===== config.mk =====
export PLATFORM = sky130hd
export DESIGN_NAME = slowtick_watchdog
export DESIGN_NICKNAME = d
export VERILOG_FILES = /design/src/rtl/wdt_pkg.sv /design/src/rtl/wdt_cfg_lock.sv /design/src/rtl/wdt_down_counter.sv /design/src/rtl/wdt_fault_unit.sv /design/src/rtl/slowtick_watchdog.sv
export SDC_FILE = /design/constraint.sdc
export NUM_CORES = 1
export LEC_CHECK = 0
export BUFFER_PORTS_ARGS = -buffer_cell sky130_fd_sc_hd__buf_2
export CORE_UTILIZATION = 53
export DETAILED_ROUTE_END_ITERATION = 8
export HOLD_SLACK_MARGIN = 0.03
export PLACE_DENSITY = 0.92
export SLEW_MARGIN = 20
export SYNTH_ARGS = -nofsm -noshare
export SYNTH_HDL_FRONTEND = slang
export SYNTH_SLANG_ARGS = --single-unit
export TNS_END_PERCENT = 50

===== constraint.sdc =====
create_clock -name clk -period 1.95 [get_ports clk]
set_clock_uncertainty 0.05 [all_clocks]
set_input_delay 0.195 -clock clk [delete_from_list [all_inputs] [get_ports clk]]
set_output_delay 0.195 -clock clk [all_outputs]
set_load 0.01 [all_outputs]

===== src/rtl/wdt_pkg.sv =====
package wdt_pkg;
  localparam int CNT_W  = 12;
  localparam int DATA_W = 32;
  localparam int CFG_W  = 30;

  typedef enum logic [1:0] {
    REG_CMD  = 2'd0,
    REG_CFG  = 2'd1,
    REG_STAT = 2'd2,
    REG_NONE = 2'd3
  } reg_sel_e;

  // Configuration word layout, bit 29 down to bit 0.
  typedef struct packed {
    logic             idle_halt;
    logic             dbg_halt;
    logic [CNT_W-1:0] window;
    logic             wd_off;
    logic             core_only;
    logic             rst_en;
    logic             irq_en;
    logic [CNT_W-1:0] reload;
  } cfg_t;
endpackage


===== src/rtl/wdt_cfg_lock.sv =====
module wdt_cfg_lock
  import wdt_pkg::*;
#(
  parameter logic [CFG_W-1:0] RST_VAL = 30'h3FFF2FFF
) (
  input  logic             clk,
  input  logic             rst_n,
  input  logic             wr_req,
  input  logic [CFG_W-1:0] wr_data,
  output cfg_t             cfg_q,
  output logic             accept
);
  cfg_t cfg_d;
  logic lock_q, lock_d;

  always_comb begin
    accept = wr_req & ~lock_q;
    cfg_d  = cfg_q;
    lock_d = lock_q;
    if (accept) begin
      cfg_d  = cfg_t'(wr_data);
      lock_d = 1'b1;
    end
  end

  always_ff @(posedge clk or negedge rst_n) begin
    if (!rst_n) begin
      cfg_q  <= cfg_t'(RST_VAL);
      lock_q <= 1'b0;
    end else begin
      cfg_q  <= cfg_d;
      lock_q <= lock_d;
    end
  end

  assert_cfg_frozen_R2: assert property (@(posedge clk) disable iff (!rst_n)
    lock_q |=> $stable(cfg_q));
  assert_lock_sticky_R2: assert property (@(posedge clk) disable iff (!rst_n)
    lock_q |=> lock_q);
endmodule


===== src/rtl/wdt_down_counter.sv =====
module wdt_down_counter #(
  parameter int W = 12
) (
  input  logic         clk,
  input  logic         rst_n,
  input  logic         run,
  input  logic         load,
  input  logic [W-1:0] load_val,
  output logic [W-1:0] cnt_q,
  output logic         expire
);
  localparam logic [W-1:0] ONE = W'(1);
  logic [W-1:0] cnt_d;
  logic         at_zero;

  always_comb begin
    at_zero = (cnt_q == '0);
    expire  = ~load & run & (cnt_q == ONE);
    cnt_d   = cnt_q;
    if (load)
      cnt_d = load_val;
    else if (run && !at_zero)
      cnt_d = cnt_q - ONE;
  end

  always_ff @(posedge clk or negedge rst_n) begin
    if (!rst_n) cnt_q <= '1;
    else        cnt_q <= cnt_d;
  end

  assert_hold_zero_R3: assert property (@(posedge clk) disable iff (!rst_n)
    (cnt_q == '0 && !load) |=> cnt_q == '0);
  assert_step_R3: assert property (@(posedge clk) disable iff (!rst_n)
    (run && !load && cnt_q != '0) |=> cnt_q == $past(cnt_q) - ONE);
  assert_frozen_R9: assert property (@(posedge clk) disable iff (!rst_n)
    (!run && !load) |=> $stable(cnt_q));
endmodule


===== src/rtl/wdt_fault_unit.sv =====
module wdt_fault_unit (
  input  logic clk,
  input  logic rst_n,
  input  logic expire_evt,
  input  logic early_evt,
  input  logic irq_en,
  input  logic rst_en,
  input  logic core_only,
  input  logic stat_rd,
  output logic expire_q,
  output logic early_q,
  output logic irq_q,
  output logic rst_req_q,
  output logic core_q
);
  logic fault;
  logic expire_d, early_d, irq_d, rst_req_d, core_d;

  always_comb begin
    fault     = expire_evt | early_evt;
    expire_d  = expire_evt | (expire_q & ~stat_rd);
    early_d   = early_evt  | (early_q  & ~stat_rd);
    irq_d     = (fault & irq_en) | (irq_q & ~stat_rd);
    rst_req_d = rst_req_q | (fault & rst_en);
    core_d    = core_q | (fault & rst_en & core_only);
  end

  always_ff @(posedge clk or negedge rst_n) begin
    if (!rst_n) begin
      expire_q  <= 1'b0;
      early_q   <= 1'b0;
      irq_q     <= 1'b0;
      rst_req_q <= 1'b0;
      core_q    <= 1'b0;
    end else begin
      expire_q  <= expire_d;
      early_q   <= early_d;
      irq_q     <= irq_d;
      rst_req_q <= rst_req_d;
      core_q    <= core_d;
    end
  end

  assert_rst_sticky_R6: assert property (@(posedge clk) disable iff (!rst_n)
    rst_req_q |=> rst_req_q);
  assert_core_needs_rst_R6: assert property (@(posedge clk) disable iff (!rst_n)
    core_q |-> rst_req_q);
  assert_irq_clear_R7: assert property (@(posedge clk) disable iff (!rst_n)
    (stat_rd && !expire_evt && !early_evt) |=> (!irq_q && !expire_q && !early_q));
endmodule


===== src/rtl/slowtick_watchdog.sv =====
module slowtick_watchdog
  import wdt_pkg::*;
#(
  parameter logic [7:0]       CMD_KEY = 8'hA5,
  parameter logic [CFG_W-1:0] CFG_RST = 30'h3FFF2FFF
) (
  input  logic              clk,
  input  logic              rst_n,
  input  logic              tick_en,
  input  logic              cpu_idle,
  input  logic              cpu_debug,
  input  logic              bus_req,
  input  logic              bus_wr,
  input  logic [1:0]        bus_addr,
  input  logic [DATA_W-1:0] bus_wdata,
  output logic [DATA_W-1:0] bus_rdata,
  output logic              wd_reset_req,
  output logic              wd_cpu_only,
  output logic              wd_irq
);
  localparam int KEY_LSB = DATA_W - 8;

  logic [1:0]       rs_q;
  logic             rst_sync_n;
  reg_sel_e         sel;
  cfg_t             cfg;
  logic             cfg_wr, cfg_accept;
  logic             restart, early, run, load, expire, stat_rd;
  logic [CNT_W-1:0] cnt, load_val;
  logic             st_expire, st_early;

  // Asynchronous assertion, synchronous release.
  always_ff @(posedge clk or negedge rst_n) begin
    if (!rst_n) rs_q <= 2'b00;
    else        rs_q <= {rs_q[0], 1'b1};
  end
  assign rst_sync_n = rs_q[1];

  always_comb begin
    sel      = reg_sel_e'(bus_addr);
    cfg_wr   = bus_req & bus_wr & (sel == REG_CFG);
    stat_rd  = bus_req & ~bus_wr & (sel == REG_STAT);
    restart  = bus_req & bus_wr & (sel == REG_CMD) & ~cfg.wd_off &
               (bus_wdata[DATA_W-1:KEY_LSB] == CMD_KEY) & bus_wdata[0];
    early    = restart & (cnt > cfg.window);
    run      = tick_en & ~cfg.wd_off & ~(cfg.idle_halt & cpu_idle) &
               ~(cfg.dbg_halt & cpu_debug);
    load     = restart | cfg_accept;
    load_val = cfg_accept ? bus_wdata[CNT_W-1:0] : cfg.reload;
  end

  wdt_cfg_lock #(.RST_VAL(CFG_RST)) i_cfg (
    .clk     (clk),
    .rst_n   (rst_sync_n),
    .wr_req  (cfg_wr),
    .wr_data (bus_wdata[CFG_W-1:0]),
    .cfg_q   (cfg),
    .accept  (cfg_accept)
  );

  wdt_down_counter #(.W(CNT_W)) i_cnt (
    .clk      (clk),
    .rst_n    (rst_sync_n),
    .run      (run),
    .load     (load),
    .load_val (load_val),
    .cnt_q    (cnt),
    .expire   (expire)
  );

  wdt_fault_unit i_fault (
    .clk        (clk),
    .rst_n      (rst_sync_n),
    .expire_evt (expire),
    .early_evt  (early),
    .irq_en     (cfg.irq_en),
    .rst_en     (cfg.rst_en),
    .core_only  (cfg.core_only),
    .stat_rd    (stat_rd),
    .expire_q   (st_expire),
    .early_q    (st_early),
    .irq_q      (wd_irq),
    .rst_req_q  (wd_reset_req),
    .core_q     (wd_cpu_only)
  );

  always_comb begin
    unique case (sel)
      REG_CFG:  bus_rdata = {{(DATA_W-CFG_W){1'b0}}, cfg};
      REG_STAT: bus_rdata = {{(DATA_W-2){1'b0}}, st_early, st_expire};
      default:  bus_rdata = '0;
    endcase
  end

  assert_early_flag_R5: assert property (@(posedge clk) disable iff (!rst_sync_n)
    (restart && cnt > cfg.window) |=> st_early);
  assert_expire_flag_R3: assert property (@(posedge clk) disable iff (!rst_sync_n)
    (run && !load && cnt == CNT_W'(1)) |=> st_expire);
  assert_off_quiet_R8: assert property (@(posedge clk) disable iff (!rst_sync_n)
    (cfg.wd_off && !cfg_accept) |=> $stable(cnt));
endmodule


==> reports/qor.csv <==
stage;metric;value;unit
global_route;grt_max_degree;31;
cts;clock_latency;0.31;ns
floorplan;io_pins;76;
placed_design;gp_congestion;0.895;
critical_path;crit_required;2.09;ns
run_status;violations;setup timing;
min_path;min_path_type;input pin to flop;
cts;numCtsBuffers;5;
drt;topRoutingLayerUsed;met4;
logic_synthesis;synth_seq_area_share;45.6;%
critical_path;worstPathArrival;2.11;ns
sta;finalHoldViolations;0;
critical_path;r2r_start;i_cfg.cfg_q[23]$_DFFE_PN1N_;
power_and_ir_drop;total_power;4.04;mW
placed_design;place_hpwl;4920;um
cts;cts_tree;built;
drt;route.met2.wl;3200;um
final_layout;final_cell_mix;buf_2, nand2_1, dfstp_2;
final_layout;drive_gt1_share;41.5;%
global_route;grt_pass1_wl;10300;um
floorplan;die_y;75.4;um
floorplan;coreArea;0.00514;mm^2
floorplan;start_util;55.5;%
power_and_ir_drop;peakVddDrop;0.000541;V
logic_synthesis;avgSynthCellArea;9.64;um^2
drt;met1_length;2890;um
final_layout;final_common_cell;buf_2;
sta;setup_slack;-0.0140;ns
logic_synthesis;synth-main-ff-cell;dfstp_2;
critical_path;slowest_stage;dfstp_2;
sta;slew_headroom;64.2;%
min_path;whs_endpoint;i_cfg.cfg_q[15]$_DFFE_PN0N_;
global_route;grt.total_usage;24.6;%
logic_synthesis;synthArstFlopShare;100;%
placed_design;place_area;0.00333;mm^2
critical_path;crit_chain;inv_1, ha_1, nand4_1, nor3_1, nor2_1, o311ai_2, buf_4, o21ai_2;
sta;worst_pin_slew;0.537;ns
drt;routed-wl-met3;398;um
final_layout;syn_to_final_growth;22.8;%
critical_path;reg2regPathDepth;8;
sta;final.setup.tns;-0.0301;ns
global_route;antenna_found_initial;0;
floorplan;die_area;0.00568;mm^2
global_route;grt_pass1_vias;2297;
critical_path;ff2ff_setup_slack;-0.01;ns
min_path;holdCritStartpoint;bus_wdata[15];
drt;ant_nets;0;
logic_synthesis;synth_edf_count;0;
sta;setup_viol;3;
final_layout;final_util;68.2;%
power_and_ir_drop;p_leak;1.67;nW
cts;path_clk_slew;0.09;ns
critical_path;rr_endpoint;i_fault.core_q$_DFF_PN0_;
final_layout;n_fill_cell;421;
floorplan;rows;26;
cts;h-tree-depth;2;
logic_synthesis;synth_cell_types;43;
drt;wirelength;6580;um
critical_path;critPathCaptureType;flop;
sta;fmax;509;MHz
cts;numClockSinks;50;
floorplan;fp.dieW;75.4;um
sta;drv_slew;0;
global_route;grt_remaining_overflow;0;
drt;drc_errors;0;
sta;post-route-period-util;101;%
sta;rsz0062_at_grt;true;
logic_synthesis;ys_ff_latch;50;
drt;drt-initial-drc-count;129;
power_and_ir_drop;power_density;1150;mW/mm^2
placed_design;io_buffers;73;
critical_path;cp_max_fo;4;
critical_path;critPathKind;flop to flop;
min_path;hold_depth;3;
drt;viasPerCell;5.30;
final_layout;antenna_cells;0;
final_layout;stdcell_area;0.00350;mm^2
job;cap_violations;0;
drt;firstDrtPassIters;5;
logic_synthesis;yosysWarningCount;0;
sta;min_period;1.96;ns
sta;holdWs;0.0341;ns
run_status;outcome;finished with violations;
drt;wl_per_cell;14.7;um
logic_synthesis;netlist_area;0.00285;mm^2
drt;via_count;2374;
logic_synthesis;syn_inst;296;
critical_path;crit_path_max_incr_delay;0.53;ns
critical_path;start_kind;flop;
cts;clock-root-buffer;clkbuf_8;
cts;clock_tree.buffer_depth;2;
final_layout;nNetsFinal;435;
==> area by class of cell <==
type                            count  area, um^2  share of cell area, %
Timing Repair Buffer               84         468                   13.4
Multi-Input combinational cell    219        1470                   41.9
Clock inverter                      3        45.0                   1.29
Sequential cell                    50        1300                   37.1
Clock buffer                        5        68.8                   1.96
Tap cell                           70        87.6                   2.50
Inverter                           17        63.8                   1.82
==> through the flow <==
step	worst slack, ns	cells
4_1_cts	0.00678	448
3_5_place_dp	-0.0944	437
3_3_place_gp	-0.0138	437
6_report	-0.0140	448
2_1_floorplan	0.0706	297
5_1_grt	-0.0925	448
==> report_power, final <==
group          switching, mW  internal, mW  leakage (nW)  total, mW
clock                  0.352         0.382        0.0504      0.734
sequential             0.356          1.58         0.547       1.93
combinational          0.730         0.649          1.07       1.38
==> critical path, delay by kind of cell (launching register included) <==
kind | cells | cell delay (ns)
and+or+nand+nor | 3 | 0.57
DFF | 1 | 0.53
adders and majority gates | 1 | 0.31
buffers and inverters | 2 | 0.24
AOI/OAI and AO/OA | 2 | 0.15
==> flip-flops by register name, summed over array words and instances (netlist names) <==
name               flops
i_fault.early_q        1
i_fault.expire_q       1
i_cfg.cfg_q           30
i_fault.core_q         1
i_cnt.cnt_q           12
i_fault.rst_req_q      1
i_fault.irq_q          1
rs_q                   2
i_cfg.lock_q           1
==> synth_stat cells, drive strengths merged, types with 2 or more instances <==
master  count  area, um^2
nor2b       4        25.0
nor2       19        76.3
and4        3        26.3
buf         5        30.0
clkbuf      6        22.5
a21oi      13        65.1
dfrtp      11         275
a311oi      2        17.5
a22oi       4        30.0
nand4       5        37.5
and2       29         183
nor4        3        55.1
nor3        5        30.0
ha         17         213
dfstp      39        1020
mux2       12         135
conb        2        7.51
nand3       7        35.0
o21ai      18        90.1
a31oi       3        33.8
inv        17        63.8
nand2b      2        12.5
xor2        3        26.3
xnor2       5        43.8
nand2      51         191
==> layer usage <==
metal	track usage, %	vias up
met5	0	-
met4	8.23	0
met3	5.69	10
met2	43.1	88
met1	30.0	1123
li1	-	1153
==> logic make-up (layout without fill, tap and decap cells) <==
kind of cell	after synthesis	count (layout)	synth area share [%]
AOI/OAI and AO/OA	44	44	9.51
xor gates and xnor gates	8	8	2.46
adders and majority gates	17	17	7.45
buffers and inverters	28	109	4.08
DFF	50	50	45.5
muxes	13	13	5.09
other	2	3	0.263
and+or+nand+nor	134	134	25.6
==> how the worst max path moves through the flow <==
stage / start / cells past startpoint / endpoint
detailed placement: i_cfg.cfg_q[17]$_DFFE_PN1N_ / 8 / i_fault.core_q$_DFF_PN0_
finish: i_cfg.cfg_q[23]$_DFFE_PN1N_ / 8 / i_fault.core_q$_DFF_PN0_
floorplan: i_cfg.cfg_q[17]$_DFFE_PN1N_ / 7 / i_fault.core_q$_DFF_PN0_
global route: i_cfg.cfg_q[23]$_DFFE_PN1N_ / 8 / i_fault.core_q$_DFF_PN0_
CTS: i_cnt.cnt_q[7]$_DFFE_PN1P_ / 6 / i_fault.core_q$_DFF_PN0_
global placement: i_cfg.cfg_q[17]$_DFFE_PN1N_ / 8 / i_fault.core_q$_DFF_PN0_
==> what timing repair did <==
item / 4_1_cts / 5_1_grt
hold endpoints to repair: 4 / 0
setup buffers: 0 / 0
pin swaps: 4 / 2
endpoints found under the setup margin: 4 / 8
hold buffers: 3 / 0
gates resized for setup: 5 / 2
(Power assumes the default switching activity.)
